File: src/rtl/spi_front_pkg.sv
package spi_front_pkg;

  localparam logic [7:0] OP_WRSR  = 8'h01;
  localparam logic [7:0] OP_PP    = 8'h02;
  localparam logic [7:0] OP_READ  = 8'h03;
  localparam logic [7:0] OP_WRDI  = 8'h04;
  localparam logic [7:0] OP_RDSR  = 8'h05;
  localparam logic [7:0] OP_WREN  = 8'h06;
  localparam logic [7:0] OP_FREAD = 8'h0B;
  localparam logic [7:0] OP_SE    = 8'h20;
  localparam logic [7:0] OP_DOUT  = 8'h3B;
  localparam logic [7:0] OP_DIO   = 8'hBB;
  localparam logic [7:0] OP_CE    = 8'hC7;
  localparam logic [7:0] OP_BE    = 8'hD8;
  localparam logic [7:0] OP_QIO   = 8'hEB;

  typedef enum logic [2:0] {
    K_NONE,
    K_READ,
    K_RSTAT,
    K_LATCH,
    K_WSTAT,
    K_PROG,
    K_ERASE,
    K_CHIP
  } cmd_kind_e;

  function automatic cmd_kind_e classify(input logic [7:0] op);
    cmd_kind_e k;
    case (op)
      OP_READ, OP_FREAD, OP_DOUT, OP_DIO, OP_QIO: k = K_READ;
      OP_RDSR:                                    k = K_RSTAT;
      OP_WREN, OP_WRDI:                           k = K_LATCH;
      OP_WRSR:                                    k = K_WSTAT;
      OP_PP:                                      k = K_PROG;
      OP_SE, OP_BE:                               k = K_ERASE;
      OP_CE:                                      k = K_CHIP;
      default:                                    k = K_NONE;
    endcase
    return k;
  endfunction

  function automatic logic is_write_op(input logic [7:0] op);
    return (op == OP_WRSR) || (op == OP_PP) || (op == OP_SE) ||
           (op == OP_BE) || (op == OP_CE);
  endfunction

endpackage

File: src/rtl/spi_bit_sync.sv
module spi_bit_sync #(
  parameter int   STAGES  = 2,
  parameter logic RST_VAL = 1'b0
) (
  input  logic clk,
  input  logic rst,
  input  logic d,
  output logic q
);
  logic [STAGES-1:0] chain;

  always_ff @(posedge clk) begin
    if (rst) chain <= {STAGES{RST_VAL}};
    else     chain <= {chain[STAGES-2:0], d};
  end

  assign q = chain[STAGES-1];
endmodule

File: src/rtl/spi_deser.sv
module spi_deser #(
  parameter int CNT_W  = 13,
  parameter int ADDR_W = 24
) (
  input  logic              clk,
  input  logic              rst,
  input  logic              sck_rise,
  input  logic              cs_fall,
  input  logic              cs_low,
  input  logic              mosi,
  output logic [CNT_W-1:0]  bit_cnt,
  output logic [7:0]        opcode,
  output logic [ADDR_W-1:0] addr,
  output logic [7:0]        first_dat
);
  localparam int LEN_W = CNT_W - 3;
  localparam int AB    = ADDR_W / 8;

  logic [6:0]       sh;
  logic [7:0]       nb;
  logic [CNT_W-1:0] nxt;
  logic [LEN_W-1:0] idx;
  logic             sat, take, byte_done;

  assign nb        = {sh, mosi};
  assign sat       = &bit_cnt;
  assign nxt       = bit_cnt + CNT_W'(1);
  assign idx       = nxt[CNT_W-1:3];
  assign take      = sck_rise && cs_low && !cs_fall;
  assign byte_done = (nxt[2:0] == 3'd0) && !sat;

  always_ff @(posedge clk) begin
    if (rst || cs_fall) begin
      bit_cnt   <= '0;
      sh        <= '0;
      opcode    <= '0;
      addr      <= '0;
      first_dat <= '0;
    end else if (take) begin
      sh <= nb[6:0];
      if (!sat) bit_cnt <= nxt;
      if (byte_done) begin
        if (idx == LEN_W'(1)) opcode <= nb;
        if (idx >= LEN_W'(2) && idx <= LEN_W'(AB + 1))
          addr <= {addr[ADDR_W-9:0], nb};
        if (idx == LEN_W'(2)) first_dat <= nb;
      end
    end
  end


  bitcnt_step_chk: assert property (@(posedge clk) disable iff (rst)
    (take && !sat) |=> (bit_cnt == $past(bit_cnt) + CNT_W'(1)));


  bitcnt_clear_chk: assert property (@(posedge clk) disable iff (rst)
    cs_fall |=> (bit_cnt == '0));
endmodule

File: src/rtl/blk_protect.sv
module blk_protect #(
  parameter int BLK_W = 8
) (
  input  logic [3:0]       bp,
  input  logic [BLK_W-1:0] blk,
  output logic             hit
);
  localparam int NBLK = 1 << BLK_W;

  logic [2:0]     n;
  logic [BLK_W:0] span, lower_lim, blk_x;

  assign n         = bp[2:0];
  assign span      = (BLK_W+1)'(1) << (n - 3'd1);
  assign lower_lim = (BLK_W+1)'(NBLK) - span;
  assign blk_x     = {1'b0, blk};

  always_comb begin
    if (n == 3'd0)      hit = 1'b0;
    else if (n == 3'd7) hit = 1'b1;
    else if (!bp[3])    hit = (blk_x < lower_lim);
    else                hit = (blk_x >= span);
  end
endmodule

File: src/rtl/cmd_accept.sv
module cmd_accept
  import spi_front_pkg::*;
#(
  parameter int CNT_W  = 13,
  parameter int ADDR_W = 24
) (
  input  logic                clk,
  input  logic                rst,
  input  logic                cs_rise,
  input  logic [CNT_W-1:0]    bit_cnt,
  input  logic [7:0]          opcode,
  input  logic [ADDR_W-1:0]   addr,
  input  logic [7:0]          first_dat,
  input  logic                prot_hit,
  input  logic                op_done,
  output logic                exec_valid,
  output logic [7:0]          exec_opcode,
  output logic [ADDR_W-1:0]   exec_addr,
  output logic [CNT_W-4:0]    exec_len,
  output logic                wel,
  output logic                busy,
  output logic [3:0]          bp
);
  localparam int LEN_W = CNT_W - 3;
  localparam int AB    = ADDR_W / 8;

  cmd_kind_e        kind;
  logic             opc_ok, aligned, has_addr, wr_kind;
  logic             accept, set_wel, clr_wel, start_busy, load_bp;
  logic [LEN_W-1:0] nbytes, len_c;
  logic             unused_bits;

  assign unused_bits = ^{first_dat[7:6], first_dat[1:0]};

  assign kind     = classify(opcode);
  assign opc_ok   = bit_cnt >= CNT_W'(8);
  assign aligned  = opc_ok && (bit_cnt[2:0] == 3'd0);
  assign nbytes   = bit_cnt[CNT_W-1:3];
  assign has_addr = (kind == K_READ) || (kind == K_PROG) || (kind == K_ERASE);
  assign wr_kind  = (kind == K_WSTAT) || (kind == K_PROG) ||
                    (kind == K_ERASE) || (kind == K_CHIP);

  always_comb begin
    accept  = 1'b0;
    set_wel = 1'b0;
    case (kind)
      K_RSTAT: accept = opc_ok;
      K_READ:  accept = opc_ok && !busy;
      K_LATCH: set_wel = aligned && !busy && (opcode == OP_WREN);
      K_WSTAT: accept = aligned && (nbytes >= LEN_W'(2)) && wel && !busy;
      K_PROG:  accept = aligned && (nbytes >= LEN_W'(AB + 2)) && wel &&
                        !busy && !prot_hit;
      K_ERASE: accept = (bit_cnt == CNT_W'(8 * (AB + 1))) && wel &&
                        !busy && !prot_hit;
      K_CHIP:  accept = aligned && wel && !busy && (bp[2:0] == 3'd0);
      default: accept = 1'b0;
    endcase
    accept     = accept && cs_rise;
    set_wel    = set_wel && cs_rise;
    start_busy = accept && wr_kind;
    load_bp    = accept && (kind == K_WSTAT);
    clr_wel    = start_busy ||
                 (cs_rise && (opcode == OP_WRDI) && aligned && !busy);
  end

  always_comb begin
    if (has_addr)
      len_c = (nbytes >= LEN_W'(AB + 1)) ? nbytes - LEN_W'(AB + 1) : '0;
    else
      len_c = (nbytes >= LEN_W'(1)) ? nbytes - LEN_W'(1) : '0;
  end

  always_ff @(posedge clk) begin
    if (rst) begin
      exec_valid  <= 1'b0;
      exec_opcode <= '0;
      exec_addr   <= '0;
      exec_len    <= '0;
      wel         <= 1'b0;
      busy        <= 1'b0;
      bp          <= '0;
    end else begin
      exec_valid <= accept;
      if (accept) begin
        exec_opcode <= opcode;
        exec_addr   <= has_addr ? addr : '0;
        exec_len    <= len_c;
      end
      if (clr_wel)      wel <= 1'b0;
      else if (set_wel) wel <= 1'b1;
      if (start_busy)   busy <= 1'b1;
      else if (op_done) busy <= 1'b0;
      if (load_bp)      bp <= first_dat[5:2];
    end
  end


  exec_pulse_chk: assert property (@(posedge clk) disable iff (rst)
    exec_valid |=> !exec_valid);


  write_busy_chk: assert property (@(posedge clk) disable iff (rst)
    (exec_valid && is_write_op(exec_opcode)) |-> (busy && !wel));


  write_wel_chk: assert property (@(posedge clk) disable iff (rst)
    (exec_valid && is_write_op(exec_opcode)) |-> $past(wel));


  busy_hold_chk: assert property (@(posedge clk) disable iff (rst)
    (busy && !op_done) |=> busy);


  prot_block_chk: assert property (@(posedge clk) disable iff (rst)
    (exec_valid && (exec_opcode == OP_PP || exec_opcode == OP_SE ||
                    exec_opcode == OP_BE)) |-> !$past(prot_hit));


  erase_len_chk: assert property (@(posedge clk) disable iff (rst)
    (exec_valid && (exec_opcode == OP_SE || exec_opcode == OP_BE)) |->
      ($past(bit_cnt) == CNT_W'(8 * (AB + 1))));
endmodule

File: src/rtl/spi_cmd_front.sv
module spi_cmd_front #(
  parameter int CNT_W       = 13,
  parameter int ADDR_W      = 24,
  parameter int BLK_W       = 8,
  parameter int SYNC_STAGES = 2
) (
  input  logic                clk,
  input  logic                rst,
  input  logic                spi_sck,
  input  logic                spi_cs_n,
  input  logic                spi_mosi,
  input  logic                op_done,
  output logic                exec_valid,
  output logic [7:0]          exec_opcode,
  output logic [ADDR_W-1:0]   exec_addr,
  output logic [CNT_W-4:0]    exec_len,
  output logic [7:0]          status
);
  logic sck_s, cs_s, mosi_s, sck_q, cs_q;
  logic sck_rise, cs_fall, cs_rise;

  spi_bit_sync #(.STAGES(SYNC_STAGES), .RST_VAL(1'b0)) u_sync_sck (
    .clk(clk), .rst(rst), .d(spi_sck), .q(sck_s));
  spi_bit_sync #(.STAGES(SYNC_STAGES), .RST_VAL(1'b1)) u_sync_cs (
    .clk(clk), .rst(rst), .d(spi_cs_n), .q(cs_s));
  spi_bit_sync #(.STAGES(SYNC_STAGES), .RST_VAL(1'b0)) u_sync_mosi (
    .clk(clk), .rst(rst), .d(spi_mosi), .q(mosi_s));

  always_ff @(posedge clk) begin
    if (rst) begin
      sck_q <= 1'b0;
      cs_q  <= 1'b1;
    end else begin
      sck_q <= sck_s;
      cs_q  <= cs_s;
    end
  end

  assign sck_rise = sck_s && !sck_q;
  assign cs_fall  = !cs_s && cs_q;
  assign cs_rise  = cs_s && !cs_q;

  logic [CNT_W-1:0]  bit_cnt;
  logic [7:0]        opcode, first_dat;
  logic [ADDR_W-1:0] addr;
  logic              prot_hit, wel, busy;
  logic [3:0]        bp;

  spi_deser #(.CNT_W(CNT_W), .ADDR_W(ADDR_W)) u_deser (
    .clk(clk), .rst(rst), .sck_rise(sck_rise), .cs_fall(cs_fall),
    .cs_low(!cs_s), .mosi(mosi_s), .bit_cnt(bit_cnt), .opcode(opcode),
    .addr(addr), .first_dat(first_dat));

  blk_protect #(.BLK_W(BLK_W)) u_prot (
    .bp(bp), .blk(addr[ADDR_W-1 -: BLK_W]), .hit(prot_hit));

  cmd_accept #(.CNT_W(CNT_W), .ADDR_W(ADDR_W)) u_accept (
    .clk(clk), .rst(rst), .cs_rise(cs_rise), .bit_cnt(bit_cnt),
    .opcode(opcode), .addr(addr), .first_dat(first_dat),
    .prot_hit(prot_hit), .op_done(op_done), .exec_valid(exec_valid),
    .exec_opcode(exec_opcode), .exec_addr(exec_addr), .exec_len(exec_len),
    .wel(wel), .busy(busy), .bp(bp));

  assign status = {2'b00, bp, wel, busy};


  status_top_chk: assert property (@(posedge clk) disable iff (rst)
    status[7:6] == 2'b00);
endmodule

File: config.mk
export PLATFORM = sky130hd
export DESIGN_NAME = spi_cmd_front
export DESIGN_NICKNAME = d
export VERILOG_FILES = /design/src/rtl/spi_front_pkg.sv /design/src/rtl/spi_bit_sync.sv /design/src/rtl/spi_deser.sv /design/src/rtl/blk_protect.sv /design/src/rtl/cmd_accept.sv /design/src/rtl/spi_cmd_front.sv
export SDC_FILE = /design/constraint.sdc
export NUM_CORES = 1
export LEC_CHECK = 0
export BUFFER_PORTS_ARGS = -buffer_cell sky130_fd_sc_hd__buf_2
export CORE_MARGIN = 2
export CORE_UTILIZATION = 25
export CTS_CLUSTER_SIZE = 20
export DETAILED_ROUTE_END_ITERATION = 6
export SLEW_MARGIN = 0
export SYNTH_ARGS = -nofsm -noshare
export SYNTH_HDL_FRONTEND = slang
export SYNTH_SLANG_ARGS = --single-unit
File: constraint.sdc
create_clock -name clk -period 4.7 [get_ports clk]
set_clock_uncertainty 0.2 [all_clocks]
set_input_delay 0 -clock clk [delete_from_list [all_inputs] [get_ports clk]]
set_output_delay 0 -clock clk [all_outputs]
set_load 0.1 [all_outputs]
==> results of run 1 <==
-- registers in the layout, summed over array words and instances (netlist names) --
signal and count:
cs_q 1, u_accept.exec_opcode 8, u_accept.busy 1, u_sync_sck.chain 2, u_deser.addr 24, sck_q 1, u_deser.first_dat 4, u_accept.exec_valid 1
u_accept.wel 1, u_accept.bp 4, u_deser.bit_cnt 13, u_accept.exec_addr 24, u_sync_mosi.chain 2, u_deser.opcode 8, u_accept.exec_len 10, u_sync_cs.chain 2
u_deser.sh 7
-- cell type report --
class	count	area, µm²
clock inverters	13	151
clock buffers	19	443
repair buffers	69	409
multi-input cells	524	3590
fillers	2542	17000
inverters	19	71.3
flip-flops and latches	113	2270
well taps	324	405
-- power by group through the flow --
stage / logic [µW] / clock network [µW] / registers, µW
floorplan: 28.0 / 0 / 983
global placement: 35.2 / 0 / 984
detailed placement: 35.1 / 0 / 984
CTS: 37.5 / 1310 / 963
global route: 40.4 / 1360 / 963
finish: 37.4 / 1290 / 963
-- Yosys cell counts (all sizes together), types with 3 or more instances --
| library cell | count | share of area (%) |
|---|---|---|
| inv | 19 | 1.1 |
| nand4 | 6 | 0.61 |
| mux2i | 31 | 5.0 |
| a21oi | 71 | 7.0 |
| xnor2 | 19 | 2.7 |
| dfxtp | 113 | 36 |
| a311o | 4 | 0.65 |
| ha | 31 | 6.3 |
| nor3 | 22 | 2.2 |
| o31ai | 4 | 0.48 |
| a211oi | 7 | 0.93 |
| nand2b | 6 | 0.61 |
| nor4 | 8 | 0.91 |
| nor3b | 4 | 0.48 |
| nand2 | 50 | 3.1 |
| nor2b | 12 | 1.2 |
| o211ai | 31 | 5.4 |
| o21a | 3 | 0.36 |
| nand3 | 42 | 3.4 |
| buf | 24 | 3.1 |
| nor2 | 69 | 4.2 |
| nand4b | 7 | 0.99 |
| or3 | 10 | 1.0 |
| o21ai | 39 | 3.1 |
| a21o | 4 | 0.48 |
| clkbuf | 31 | 1.9 |
| or2 | 6 | 0.61 |
-- worst paths after layout --
check                                        start                    end  slack (ns)  cells past startpoint
worst max-delay path                u_accept.bp[0]  u_accept.exec_addr[1]        0.37                     17
worst min-delay path                           rst    u_accept.exec_valid        0.03                      3
worst max register to register      u_accept.bp[0]  u_accept.exec_addr[1]        0.37                     17
worst min register to register  u_sync_cs.chain[0]     u_sync_cs.chain[1]        0.21                      1
-- cells by family after synthesis --
logic type	share of synthesized area, %
buffers and inverters	6.19
muxes	5.00
xor gates and xnor gates	2.96
and+or+nand+nor	20.8
AOI/OAI and AO/OA	22.1
DFF	36.5
other	0.0605
adders and majority gates	6.41
-- worst register-to-register path, delay by kind of cell, from the launching register on --
kind / cells / cell delay, ns
AOI/OAI and AO/OA: 7 / 1.57
buffers and inverters: 2 / 0.32
DFF: 1 / 0.42
xor gates and xnor gates: 1 / 0.17
adders and majority gates: 3 / 0.80
and+or+nand+nor: 4 / 0.69
-- per-layer routing --
metal | track usage [%] | vias up
met1 | 17.9 | 2476
met4 | 4.10 | 0
met5 | 0 | -
li1 | - | 2626
met2 | 19.8 | 103
met3 | 2.34 | 19
-- stage by stage --
step / utilization [%] / worst slack (ns) / power, µW
6_report: 30.2 / 0.374 / 2290
5_1_grt: 30.2 / 0.0981 / 2360
4_1_cts: 30.1 / 0.240 / 2310
3_5_place_dp: 27.5 / 0.252 / 1020
3_3_place_gp: 27.5 / 0.364 / 1020
2_1_floorplan: - / 0.0307 / 1010
-- what timing repair did --
item,CTS,global route
hold endpoints to repair,4,0
endpoints found under the setup margin,0,19
resized for setup,0,2
hold buffers,4,0
==> flow_results.xml, run 1 <==
<?xml version="1.0" encoding="UTF-8"?>
<metrics>
  <group name="min_path">
    <metric name="hold_removal_path_class" unit="">input port to flip-flop</metric>
  </group>
  <group name="power_and_ir_drop">
    <metric name="netSwitchingFraction" unit="%">22.7</metric>
    <metric name="switchingPower" unit="µW">521</metric>
    <metric name="power_density" unit="nW/µm²">312</metric>
    <metric name="leakage" unit="µW">0.00268</metric>
    <metric name="internal_power" unit="µW">1770</metric>
    <metric name="combinationalPowerShare" unit="%">1.6</metric>
    <metric name="sequentialPowerShare" unit="%">42.0</metric>
    <metric name="max-vdd-ir-drop" unit="µV">282</metric>
    <metric name="clkPwrFrac" unit="%">56.4</metric>
  </group>
  <group name="yosys">
    <metric name="yosys_warnings" unit="">0</metric>
    <metric name="yosys_most_used_dff" unit="">sky130_fd_sc_hd__dfxtp_1</metric>
    <metric name="post_synth_instance_area" unit="µm²">6200</metric>
    <metric name="netlist_instances" unit="">709</metric>
    <metric name="yosys.cell_types.count" unit="">70</metric>
    <metric name="synth_area_per_cell" unit="µm²">8.75</metric>
    <metric name="synth.yosys.seq_area_share" unit="%">36.5</metric>
    <metric name="synth_seq_cells" unit="">113</metric>
    <metric name="synth_enable_flop_cells" unit="">0</metric>
    <metric name="postSynth.asyncResetShare" unit="%">0</metric>
  </group>
  <group name="setup_path">
    <metric name="data_arrival_at_the_endpoint_of_the_critical_path" unit="ns">4.40</metric>
    <metric name="critical_path_required" unit="ns">4.78</metric>
    <metric name="worstPathCellList" unit="">nor2_1 -&gt; ha_1 -&gt; inv_1 -&gt; or3_1 -&gt; ha_1 -&gt; nor2b_1 -&gt; nand2_1 -&gt; xor2_1 -&gt; ha_1 -&gt; o211ai_1 -&gt; a21oi_1 -&gt; a2111o_1 -&gt; a221o_1 -&gt; o2111a_2 -&gt; buf_12 -&gt; o211ai_1 -&gt; a21oi_1</metric>
    <metric name="critical_path.n_buffers_inverters" unit="">2</metric>
    <metric name="critical-path-top-cell-by-count" unit="">sky130_fd_sc_hd__ha_1</metric>
    <metric name="endpoint_kind" unit="">flip-flop</metric>
    <metric name="critPathKind" unit="">flip-flop to flip-flop</metric>
    <metric name="cp_max_fo" unit="">22</metric>
    <metric name="max_stage_delay" unit="ns">0.43</metric>
    <metric name="cpMaxStageDelayCell" unit="">sky130_fd_sc_hd__a221o_1</metric>
    <metric name="critical_path.startpoint_type" unit="">flip-flop</metric>
    <metric name="cp_top_family" unit="">compound AO/OA/AOI/OAI gates</metric>
  </group>
  <group name="route">
    <metric name="number_of_violations_reported_at_the_end_of_detailed_routing_iteration_0" unit="">373</metric>
    <metric name="ant_nets" unit="">0</metric>
    <metric name="drt-vias-per-instance" unit="">4.83</metric>
    <metric name="met3_length" unit="µm">693</metric>
    <metric name="post_drt_wl_per_cell" unit="µm">15.2</metric>
    <metric name="drc" unit="">0</metric>
    <metric name="dr.pass1.iters" unit="">5</metric>
    <metric name="top_layer" unit="">met4</metric>
    <metric name="detail_route.wirelength" unit="mm">16.4</metric>
    <metric name="detailed_routed_wire_length_on_met2" unit="mm">7.43</metric>
    <metric name="detail_route.wirelength.met1" unit="mm">8.09</metric>
    <metric name="num_vias" unit="">5224</metric>
  </group>
  <group name="sta">
    <metric name="final-hold-violation-count" unit="">0</metric>
    <metric name="worst-slew-pin-transition" unit="ns">1.07</metric>
    <metric name="totalNegativeSetupSlack" unit="ns">0</metric>
    <metric name="grt_setup_unrepaired" unit="">no</metric>
    <metric name="final.min_clock_period" unit="ns">4.33</metric>
    <metric name="layout_worst_path_cycle_share" unit="%">92.0</metric>
    <metric name="timing_max_transition_violations_final" unit="">0</metric>
    <metric name="max_freq" unit="GHz">0.231</metric>
    <metric name="timing.hold.ws" unit="ns">0.0313</metric>
    <metric name="slew_headroom" unit="%">27.7</metric>
    <metric name="setup_failing_eps_final" unit="">0</metric>
  </group>
  <group name="placed_design">
    <metric name="buffer_ports.inserted" unit="">54</metric>
    <metric name="place.detailed.instances" unit="">1044</metric>
    <metric name="post-dp-hpwl" unit="mm">11.5</metric>
    <metric name="place.gp.congestion" unit="">0.855</metric>
    <metric name="postPlaceCellArea" unit="µm²">6690</metric>
  </group>
  <group name="flow_run">
    <metric name="max_cap_viol_count" unit="">0</metric>
  </group>
  <group name="grt">
    <metric name="track_usage" unit="%">12.8</metric>
    <metric name="grt_pass1_vias" unit="">4856</metric>
    <metric name="first_pass_grt_wire_length" unit="mm">26.8</metric>
    <metric name="grt_start_max_net_pins" unit="">61</metric>
    <metric name="global_route.overflow_total" unit="">0</metric>
    <metric name="antenna_found_initial" unit="">0</metric>
  </group>
  <group name="clocking">
    <metric name="cts_tree" unit="">yes</metric>
    <metric name="cts_post_setup_buffers_inserted" unit="">0</metric>
    <metric name="clock-root-buffer" unit="">sky130_fd_sc_hd__clkbuf_16</metric>
    <metric name="clock_insertion_delay_worst_skew" unit="ns">0.42</metric>
    <metric name="cts_buffers" unit="">17</metric>
    <metric name="cts.clk_slew.worst_paths" unit="ns">0.06</metric>
    <metric name="cts.sink_count" unit="">113</metric>
    <metric name="clock_tree.buffer_depth" unit="">2</metric>
    <metric name="cts.htree.levels" unit="">4</metric>
  </group>
  <group name="cells_and_area">
    <metric name="area_delta_synth_final" unit="%">18.3</metric>
    <metric name="share_of_layout_cells_above_drive_strength_1" unit="%">21.4</metric>
    <metric name="layoutNonFillerInstCount" unit="">1081</metric>
    <metric name="commonest_non_fill_non_tap_cell_in_the_layout" unit="">sky130_fd_sc_hd__dfxtp_1</metric>
    <metric name="antennaDiodeCount" unit="">0</metric>
    <metric name="commonest_non_fill_non_tap_cells_in_the_layout" unit="">sky130_fd_sc_hd__dfxtp_1, sky130_fd_sc_hd__nor2_1, sky130_fd_sc_hd__buf_2</metric>
    <metric name="layout.cell_area.non_filler" unit="µm²">7340</metric>
    <metric name="final_net_count" unit="">781</metric>
  </group>
  <group name="die">
    <metric name="fp-row-count" unit="">57</metric>
    <metric name="die-area" unit="µm²">26100</metric>
    <metric name="ios" unit="">57</metric>
    <metric name="chipWidth" unit="µm">162</metric>
    <metric name="die_h" unit="µm">162</metric>
    <metric name="floorplan.initialDensity" unit="%">25.5</metric>
    <metric name="core-area" unit="µm²">24300</metric>
  </group>
  <group name="status">
    <metric name="outcome" unit="">complete, no violations</metric>
  </group>
</metrics>
(Power assumes the default switching activity.)
==> inputs of run 2 (changes only) <==
==> constraint.sdc (replaced) <==
create_clock -name clk -period 4.25 [get_ports clk]
set_clock_uncertainty 0.2 [all_clocks]
set_input_delay 0 -clock clk [delete_from_list [all_inputs] [get_ports clk]]
set_output_delay 0 -clock clk [all_outputs]
set_load 0.1 [all_outputs]
==> run 2 against run 1 <==
The run now ends with DRC left. Utilization up 0.23 points. Die area is the same. Worst hold slack got worse by 0.012 ns. Critical path depth stayed put. Maximum frequency increased by 7.5%. Critical endpoint is now u_accept.exec_addr[0]. Largest cell class unchanged. Highest routed layer unchanged.
==> flow_results.xml, run 2 (synthesis results as in run 1) <==
<?xml version="1.0" encoding="UTF-8"?>
<metrics>
  <group name="grt">
    <metric name="grt_pass1_vias" unit="">4916</metric>
    <metric name="antenna_found_initial" unit="">0</metric>
    <metric name="global_route.overflow_total" unit="">0</metric>
    <metric name="grt_start_max_net_pins" unit="">60</metric>
    <metric name="first_pass_grt_wire_length" unit="mm">26.6</metric>
    <metric name="track_usage" unit="%">12.8</metric>
  </group>
  <group name="clocking">
    <metric name="cts_buffers" unit="">17</metric>
    <metric name="clock_insertion_delay_worst_skew" unit="ns">0.42</metric>
    <metric name="cts_tree" unit="">yes</metric>
    <metric name="cts.sink_count" unit="">113</metric>
    <metric name="clock-root-buffer" unit="">sky130_fd_sc_hd__clkbuf_16</metric>
    <metric name="clock_tree.buffer_depth" unit="">2</metric>
    <metric name="cts.clk_slew.worst_paths" unit="ns">0.06</metric>
    <metric name="cts.htree.levels" unit="">4</metric>
  </group>
  <group name="die">
    <metric name="fp-row-count" unit="">57</metric>
    <metric name="die_h" unit="µm">162</metric>
    <metric name="chipWidth" unit="µm">162</metric>
    <metric name="core-area" unit="µm²">24300</metric>
    <metric name="ios" unit="">57</metric>
    <metric name="die-area" unit="µm²">26100</metric>
    <metric name="floorplan.initialDensity" unit="%">25.5</metric>
  </group>
  <group name="route">
    <metric name="drc" unit="">1</metric>
    <metric name="post_drt_wl_per_cell" unit="µm">15.3</metric>
    <metric name="number_of_violations_reported_at_the_end_of_detailed_routing_iteration_0" unit="">423</metric>
    <metric name="num_vias" unit="">5341</metric>
    <metric name="detail_route.wirelength" unit="mm">16.6</metric>
    <metric name="dr.pass1.iters" unit="">7</metric>
    <metric name="ant_nets" unit="">0</metric>
    <metric name="drt-vias-per-instance" unit="">4.91</metric>
  </group>
  <group name="sta">
    <metric name="final-hold-violation-count" unit="">0</metric>
    <metric name="postLayoutSetupSlackWorst" unit="ns">0.225</metric>
    <metric name="setup_failing_eps_final" unit="">0</metric>
    <metric name="max_freq" unit="GHz">0.248</metric>
    <metric name="timing_max_transition_violations_final" unit="">0</metric>
    <metric name="timing.hold.ws" unit="ns">0.0192</metric>
    <metric name="slew_headroom" unit="%">49.8</metric>
    <metric name="final.min_clock_period" unit="ns">4.03</metric>
    <metric name="layout_worst_path_cycle_share" unit="%">94.7</metric>
    <metric name="grt_setup_unrepaired" unit="">no</metric>
    <metric name="totalNegativeSetupSlack" unit="ns">0</metric>
    <metric name="worst-slew-pin-transition" unit="ns">0.750</metric>
  </group>
  <group name="power_and_ir_drop">
    <metric name="combinationalPowerShare" unit="%">1.7</metric>
    <metric name="netSwitchingFraction" unit="%">23.9</metric>
    <metric name="clkPwrFrac" unit="%">54.7</metric>
    <metric name="sequentialPowerShare" unit="%">43.7</metric>
    <metric name="internal_power" unit="µW">1850</metric>
    <metric name="max-vdd-ir-drop" unit="µV">237</metric>
    <metric name="switchingPower" unit="µW">582</metric>
    <metric name="leakage" unit="µW">0.00273</metric>
    <metric name="power_density" unit="nW/µm²">329</metric>
  </group>
  <group name="cells_and_area">
    <metric name="share_of_layout_cells_above_drive_strength_1" unit="%">22.9</metric>
    <metric name="final_net_count" unit="">788</metric>
    <metric name="top_regs" unit="">u_accept.exec_addr: 24 flops, u_deser.addr: 24 flops, u_deser.bit_cnt: 13 flops</metric>
    <metric name="fillerInstances" unit="">2570</metric>
    <metric name="commonest_non_fill_non_tap_cells_in_the_layout" unit="">sky130_fd_sc_hd__dfxtp_1, sky130_fd_sc_hd__nor2_1, sky130_fd_sc_hd__buf_2</metric>
    <metric name="antennaDiodeCount" unit="">0</metric>
    <metric name="layoutNonFillerInstCount" unit="">1088</metric>
    <metric name="area_delta_synth_final" unit="%">19.2</metric>
    <metric name="commonest_non_fill_non_tap_cell_in_the_layout" unit="">sky130_fd_sc_hd__dfxtp_1</metric>
  </group>
  <group name="setup_path">
    <metric name="max_stage_delay" unit="ns">0.40</metric>
    <metric name="endpoint_kind" unit="">flip-flop</metric>
    <metric name="critical_path.startpoint_type" unit="">flip-flop</metric>
    <metric name="critical_path.n_buffers_inverters" unit="">2</metric>
    <metric name="cpMaxStageDelayCell" unit="">sky130_fd_sc_hd__dfxtp_4</metric>
    <metric name="data_arrival_at_the_endpoint_of_the_critical_path" unit="ns">4.09</metric>
    <metric name="cp_top_family" unit="">compound AO/OA/AOI/OAI gates</metric>
    <metric name="cp_max_fo" unit="">24</metric>
    <metric name="critical_path_required" unit="ns">4.32</metric>
    <metric name="worstPathCellList" unit="">nor2_2 -&gt; ha_4 -&gt; inv_1 -&gt; or3_4 -&gt; ha_1 -&gt; nor2b_2 -&gt; nand2_1 -&gt; xor2_1 -&gt; ha_1 -&gt; o211ai_1 -&gt; a21oi_1 -&gt; a2111o_1 -&gt; a221o_1 -&gt; o2111a_2 -&gt; buf_12 -&gt; o211ai_1 -&gt; a21oi_1</metric>
    <metric name="critPathKind" unit="">flip-flop to flip-flop</metric>
  </group>
  <group name="placed_design">
    <metric name="buffer_ports.inserted" unit="">54</metric>
    <metric name="place.detailed.instances" unit="">1051</metric>
    <metric name="place.gp.congestion" unit="">0.836</metric>
    <metric name="place_ws" unit="ns">0.0644</metric>
    <metric name="post-dp-hpwl" unit="mm">11.7</metric>
  </group>
  <group name="status">
    <metric name="failing_checks" unit="">DRC</metric>
    <metric name="outcome" unit="">finished, violations left</metric>
  </group>
  <group name="min_path">
    <metric name="hold_removal_path_class" unit="">input port to flip-flop</metric>
  </group>
  <group name="flow_run">
    <metric name="max_cap_viol_count" unit="">0</metric>
  </group>
</metrics>
-- run 2: power groups by stage --
stage,clock [µW],combinational (µW),sequential [µW]
2_1_floorplan,0,31.0,1090
3_3_place_gp,0,39.0,1090
3_5_place_dp,0,39.0,1090
4_1_cts,1360,41.8,1060
5_1_grt,1410,44.4,1060
6_report,1330,41.2,1060
-- run 2: metal layers --
metal / global-route usage, % / up-vias / part of all wire (%)
met2: 20.1 / 137 / 46
met3: 3.13 / 19 / 4.8
met5: 0 / - / 0
met1: 17.3 / 2549 / 48
li1: - / 2636 / -
met4: 4.26 / 0 / 1.5
-- run 2: final cells by class --
type                            instances  area (µm²)  area share [%]
Timing Repair Buffer                   77         490            6.63
Clock buffer                           19         453            6.12
Multi-Input combinational cell        523        3600            48.7
Clock inverter                         13         101            1.37
Inverter                               19        71.3           0.964
Sequential cell                       113        2270            30.7
Tap cell                              324         405            5.48
-- run 2: path summary, 6_finish.rpt --
| check | startpoint | to | slack [ns] | depth (start not counted) |
|---|---|---|---|---|
| setup / recovery | u_accept.bp[1] | u_accept.exec_addr[0] | 0.22 | 17 |
| hold / removal | rst | u_deser.bit_cnt[9] | 0.02 | 3 |
| setup reg to reg | u_accept.bp[1] | u_accept.exec_addr[0] | 0.22 | 17 |
| hold reg to reg | u_sync_cs.chain[0] | u_sync_cs.chain[1] | 0.22 | 1 |
-- run 2: repair_timing --
action / CTS / global route
hold endpoints to repair: 4 / 0
setup buffers: 0 / 1
endpoints found under the setup margin: 0 / 40
gates resized for setup: 0 / 7
hold buffers: 4 / 0
-- run 2: worst min-delay path, stage by stage --
cell and delay (ns):
sky130_fd_sc_hd__buf_2 0.12, sky130_fd_sc_hd__a21o_1 0.40, sky130_fd_sc_hd__a21oi_1 0.07
-- run 2: metrics by stage --
| stage | power (µW) | cell area (µm²) | util [%] |
|---|---|---|---|
| after floorplan | 1120 | 6230 | - |
| after global placement | 1130 | 6770 | 27.8 |
| after detailed placement | 1130 | 6770 | 27.8 |
| after CTS | 2460 | 7370 | 30.3 |
| after global routing | 2510 | 7400 | 30.4 |
| final | 2440 | 7400 | 30.4 |
==> inputs of run 3 (changes only) <==
--- a/config.mk
+++ b/config.mk
@@ -7,9 +7,10 @@
 export LEC_CHECK = 0
 export BUFFER_PORTS_ARGS = -buffer_cell sky130_fd_sc_hd__buf_2
 export CORE_MARGIN = 2
-export CORE_UTILIZATION = 25
+export CORE_UTILIZATION = 60
 export CTS_CLUSTER_SIZE = 20
 export DETAILED_ROUTE_END_ITERATION = 6
+export PLACE_DENSITY = 0.8
 export SLEW_MARGIN = 0
 export SYNTH_ARGS = -nofsm -noshare
 export SYNTH_HDL_FRONTEND = slang
==> run 3 against run 2 <==
The flow now finishes without violations. Sequential share of layout area rose by 0.76 points. Sequential cell count unchanged. Global-route usage increased by 15 points. Clock power is essentially flat. Power fell by 0.30%. Worst hold slack better by 0.097 ns. Sequential power about the same. Critical path type unchanged. Combinational power increased by 5.3%. Setup slack lost 0.026 ns.
==> flow_results.xml, run 3 (synthesis results as in run 1) <==
<?xml version="1.0" encoding="UTF-8"?>
<metrics>
  <group name="status">
    <metric name="outcome" unit="">complete, no violations</metric>
  </group>
  <group name="setup_path">
    <metric name="cp_max_fo" unit="">8</metric>
    <metric name="critPathKind" unit="">flip-flop to flip-flop</metric>
    <metric name="critical_path_required" unit="ns">4.42</metric>
    <metric name="critical_path.startpoint_type" unit="">flip-flop</metric>
    <metric name="endpoint_kind" unit="">flip-flop</metric>
    <metric name="data_arrival_at_the_endpoint_of_the_critical_path" unit="ns">4.22</metric>
    <metric name="reg2reg_depth" unit="">17</metric>
  </group>
  <group name="route">
    <metric name="drt-vias-per-instance" unit="">6.09</metric>
    <metric name="drc" unit="">0</metric>
    <metric name="ant_nets" unit="">0</metric>
    <metric name="post_drt_wl_per_cell" unit="µm">16.9</metric>
    <metric name="detail_route.wirelength" unit="mm">15.3</metric>
    <metric name="num_vias" unit="">5510</metric>
    <metric name="dr.pass1.iters" unit="">5</metric>
    <metric name="number_of_violations_reported_at_the_end_of_detailed_routing_iteration_0" unit="">338</metric>
  </group>
  <group name="die">
    <metric name="die-area" unit="µm²">11200</metric>
    <metric name="ios" unit="">57</metric>
    <metric name="die_h" unit="µm">106</metric>
    <metric name="fp-row-count" unit="">37</metric>
    <metric name="chipWidth" unit="µm">106</metric>
    <metric name="floorplan.initialDensity" unit="%">60.9</metric>
    <metric name="core-area" unit="µm²">10200</metric>
  </group>
  <group name="cells_and_area">
    <metric name="top_regs" unit="">u_accept.exec_addr: 24 flops, u_deser.addr: 24 flops, u_deser.bit_cnt: 13 flops</metric>
    <metric name="final_net_count" unit="">795</metric>
    <metric name="antennaDiodeCount" unit="">0</metric>
    <metric name="commonest_non_fill_non_tap_cells_in_the_layout" unit="">sky130_fd_sc_hd__dfxtp_1, sky130_fd_sc_hd__nor2_1, sky130_fd_sc_hd__buf_2</metric>
    <metric name="area_delta_synth_final" unit="%">16.3</metric>
    <metric name="layout.cell_area.non_filler" unit="µm²">7220</metric>
    <metric name="fillerInstances" unit="">776</metric>
    <metric name="finish.utilization" unit="%">70.9</metric>
    <metric name="share_of_layout_cells_above_drive_strength_1" unit="%">22.6</metric>
    <metric name="commonest_non_fill_non_tap_cell_in_the_layout" unit="">sky130_fd_sc_hd__dfxtp_1</metric>
  </group>
  <group name="grt">
    <metric name="first_pass_grt_wire_length" unit="mm">24.7</metric>
    <metric name="track_usage" unit="%">27.5</metric>
    <metric name="grt_met1_usage" unit="%">33.9</metric>
    <metric name="global_route.usage.met2" unit="%">47.4</metric>
    <metric name="most_crowded_layer_gr" unit="">met2</metric>
    <metric name="grt_pass1_vias" unit="">5161</metric>
    <metric name="global_route.overflow_total" unit="">0</metric>
    <metric name="antenna_found_initial" unit="">0</metric>
    <metric name="grt.met3_usage" unit="%">5.44</metric>
    <metric name="grt_start_max_net_pins" unit="">60</metric>
  </group>
  <group name="clocking">
    <metric name="clock_tree.buffer_depth" unit="">2</metric>
    <metric name="cts.clk_slew.worst_paths" unit="ns">0.05</metric>
    <metric name="cts.sink_count" unit="">113</metric>
    <metric name="clock-root-buffer" unit="">sky130_fd_sc_hd__clkbuf_8</metric>
    <metric name="cts_tree" unit="">yes</metric>
    <metric name="clock_insertion_delay_worst_skew" unit="ns">0.52</metric>
    <metric name="cts.htree.levels" unit="">4</metric>
    <metric name="cts_buffers" unit="">17</metric>
  </group>
  <group name="sta">
    <metric name="setup_failing_eps_final" unit="">0</metric>
    <metric name="timing.hold.ws" unit="ns">0.116</metric>
    <metric name="max_freq" unit="GHz">0.247</metric>
    <metric name="layout_worst_path_cycle_share" unit="%">95.3</metric>
    <metric name="timing_max_transition_violations_final" unit="">0</metric>
    <metric name="slew_headroom" unit="%">43.2</metric>
    <metric name="worst-slew-pin-transition" unit="ns">0.850</metric>
    <metric name="final-hold-violation-count" unit="">0</metric>
    <metric name="final.min_clock_period" unit="ns">4.05</metric>
    <metric name="grt_setup_unrepaired" unit="">no</metric>
  </group>
  <group name="placed_design">
    <metric name="place.gp.congestion" unit="">0.898</metric>
    <metric name="buffer_ports.inserted" unit="">54</metric>
    <metric name="post-dp-hpwl" unit="mm">10.7</metric>
    <metric name="postPlaceCellArea" unit="µm²">6470</metric>
  </group>
  <group name="power_and_ir_drop">
    <metric name="sequentialPowerShare" unit="%">43.8</metric>
    <metric name="switchingPower" unit="µW">520</metric>
    <metric name="power_density" unit="nW/µm²">336</metric>
    <metric name="netSwitchingFraction" unit="%">21.4</metric>
    <metric name="leakage" unit="µW">0.00276</metric>
    <metric name="max-vdd-ir-drop" unit="µV">211</metric>
    <metric name="clkPwrFrac" unit="%">54.4</metric>
    <metric name="fin_total_pwr" unit="µW">2430</metric>
    <metric name="internal_power" unit="µW">1910</metric>
    <metric name="combinationalPowerShare" unit="%">1.8</metric>
  </group>
  <group name="min_path">
    <metric name="whs_path_depth" unit="">4</metric>
    <metric name="hold_removal_path_class" unit="">input port to flip-flop</metric>
  </group>
  <group name="flow_run">
    <metric name="max_cap_viol_count" unit="">0</metric>
  </group>
</metrics>
run 3: metrics by stage:
stage	setup slack [ns]	TNS, ns	instances
6_report	0.199	0	905
5_1_grt	0.0235	0	905
4_1_cts	0.0582	0	901
3_5_place_dp	-0.00292	-0.00292	859
3_3_place_gp	0.167	0	859
2_1_floorplan	0.0290	0	710
run 3: worst paths after layout:
| check | startpoint | endpoint | slack, ns |
|---|---|---|---|
| min | op_done | u_accept.busy | 0.12 |
| max | u_accept.bp[0] | u_accept.exec_opcode[4] | 0.20 |
| min reg2reg | u_sync_cs.chain[0] | u_sync_cs.chain[1] | 0.21 |
| max reg2reg | u_accept.bp[0] | u_accept.exec_opcode[4] | 0.20 |
run 3: power by group through the flow:
stage	combinational (µW)	sequential [µW]	clock, µW
floorplan	31.0	1090	0
global placement	36.4	1090	0
finish	43.4	1060	1320
global route	46.5	1060	1380
CTS	42.7	1060	1330
detailed placement	37.1	1090	0
run 3: what timing repair did:
action                                  in CTS  in global routing
hold buffers                                 8                  0
hold endpoints to repair                    55                  0
endpoints found under the setup margin       1                 45
pin swaps                                    0                  2
setup buffers                                4                  4
resized for setup                            0                 12
run 3: cell type report:
| cell class | count | area [µm²] | share of cell area [%] |
|---|---|---|---|
| Timing Repair Buffer | 84 | 552 | 7.65 |
| Tap cell | 136 | 170 | 2.36 |
| Sequential cell | 113 | 2270 | 31.5 |
| Inverter | 19 | 71.3 | 0.988 |
| Clock inverter | 11 | 115 | 1.60 |
| Multi-Input combinational cell | 523 | 3600 | 49.9 |
| Clock buffer | 19 | 432 | 5.98 |
run 3: metal layers:
layer,wire length [µm],up-vias
li1,-,2650
met1,6440,2626
met2,7630,198
met3,797,36
met4,393,0
met5,0,-
run 3: worst max-delay path: stages, from the launching register on:
cell and delay (ns):
sky130_fd_sc_hd__dfxtp_4 0.37, sky130_fd_sc_hd__nor2_2 0.19, sky130_fd_sc_hd__ha_4 0.17, sky130_fd_sc_hd__inv_1 0.07, sky130_fd_sc_hd__or3_1 0.34, sky130_fd_sc_hd__ha_1 0.23
sky130_fd_sc_hd__nor2b_1 0.16, sky130_fd_sc_hd__nand2_1 0.09, sky130_fd_sc_hd__xor2_1 0.18, sky130_fd_sc_hd__ha_1 0.25, sky130_fd_sc_hd__o211ai_1 0.16, sky130_fd_sc_hd__a21oi_1 0.06
sky130_fd_sc_hd__a2111o_1 0.35, sky130_fd_sc_hd__a221o_1 0.36, sky130_fd_sc_hd__o2111a_2 0.27, sky130_fd_sc_hd__buf_6 0.17, sky130_fd_sc_hd__o21ai_1 0.17, sky130_fd_sc_hd__a21oi_1 0.10
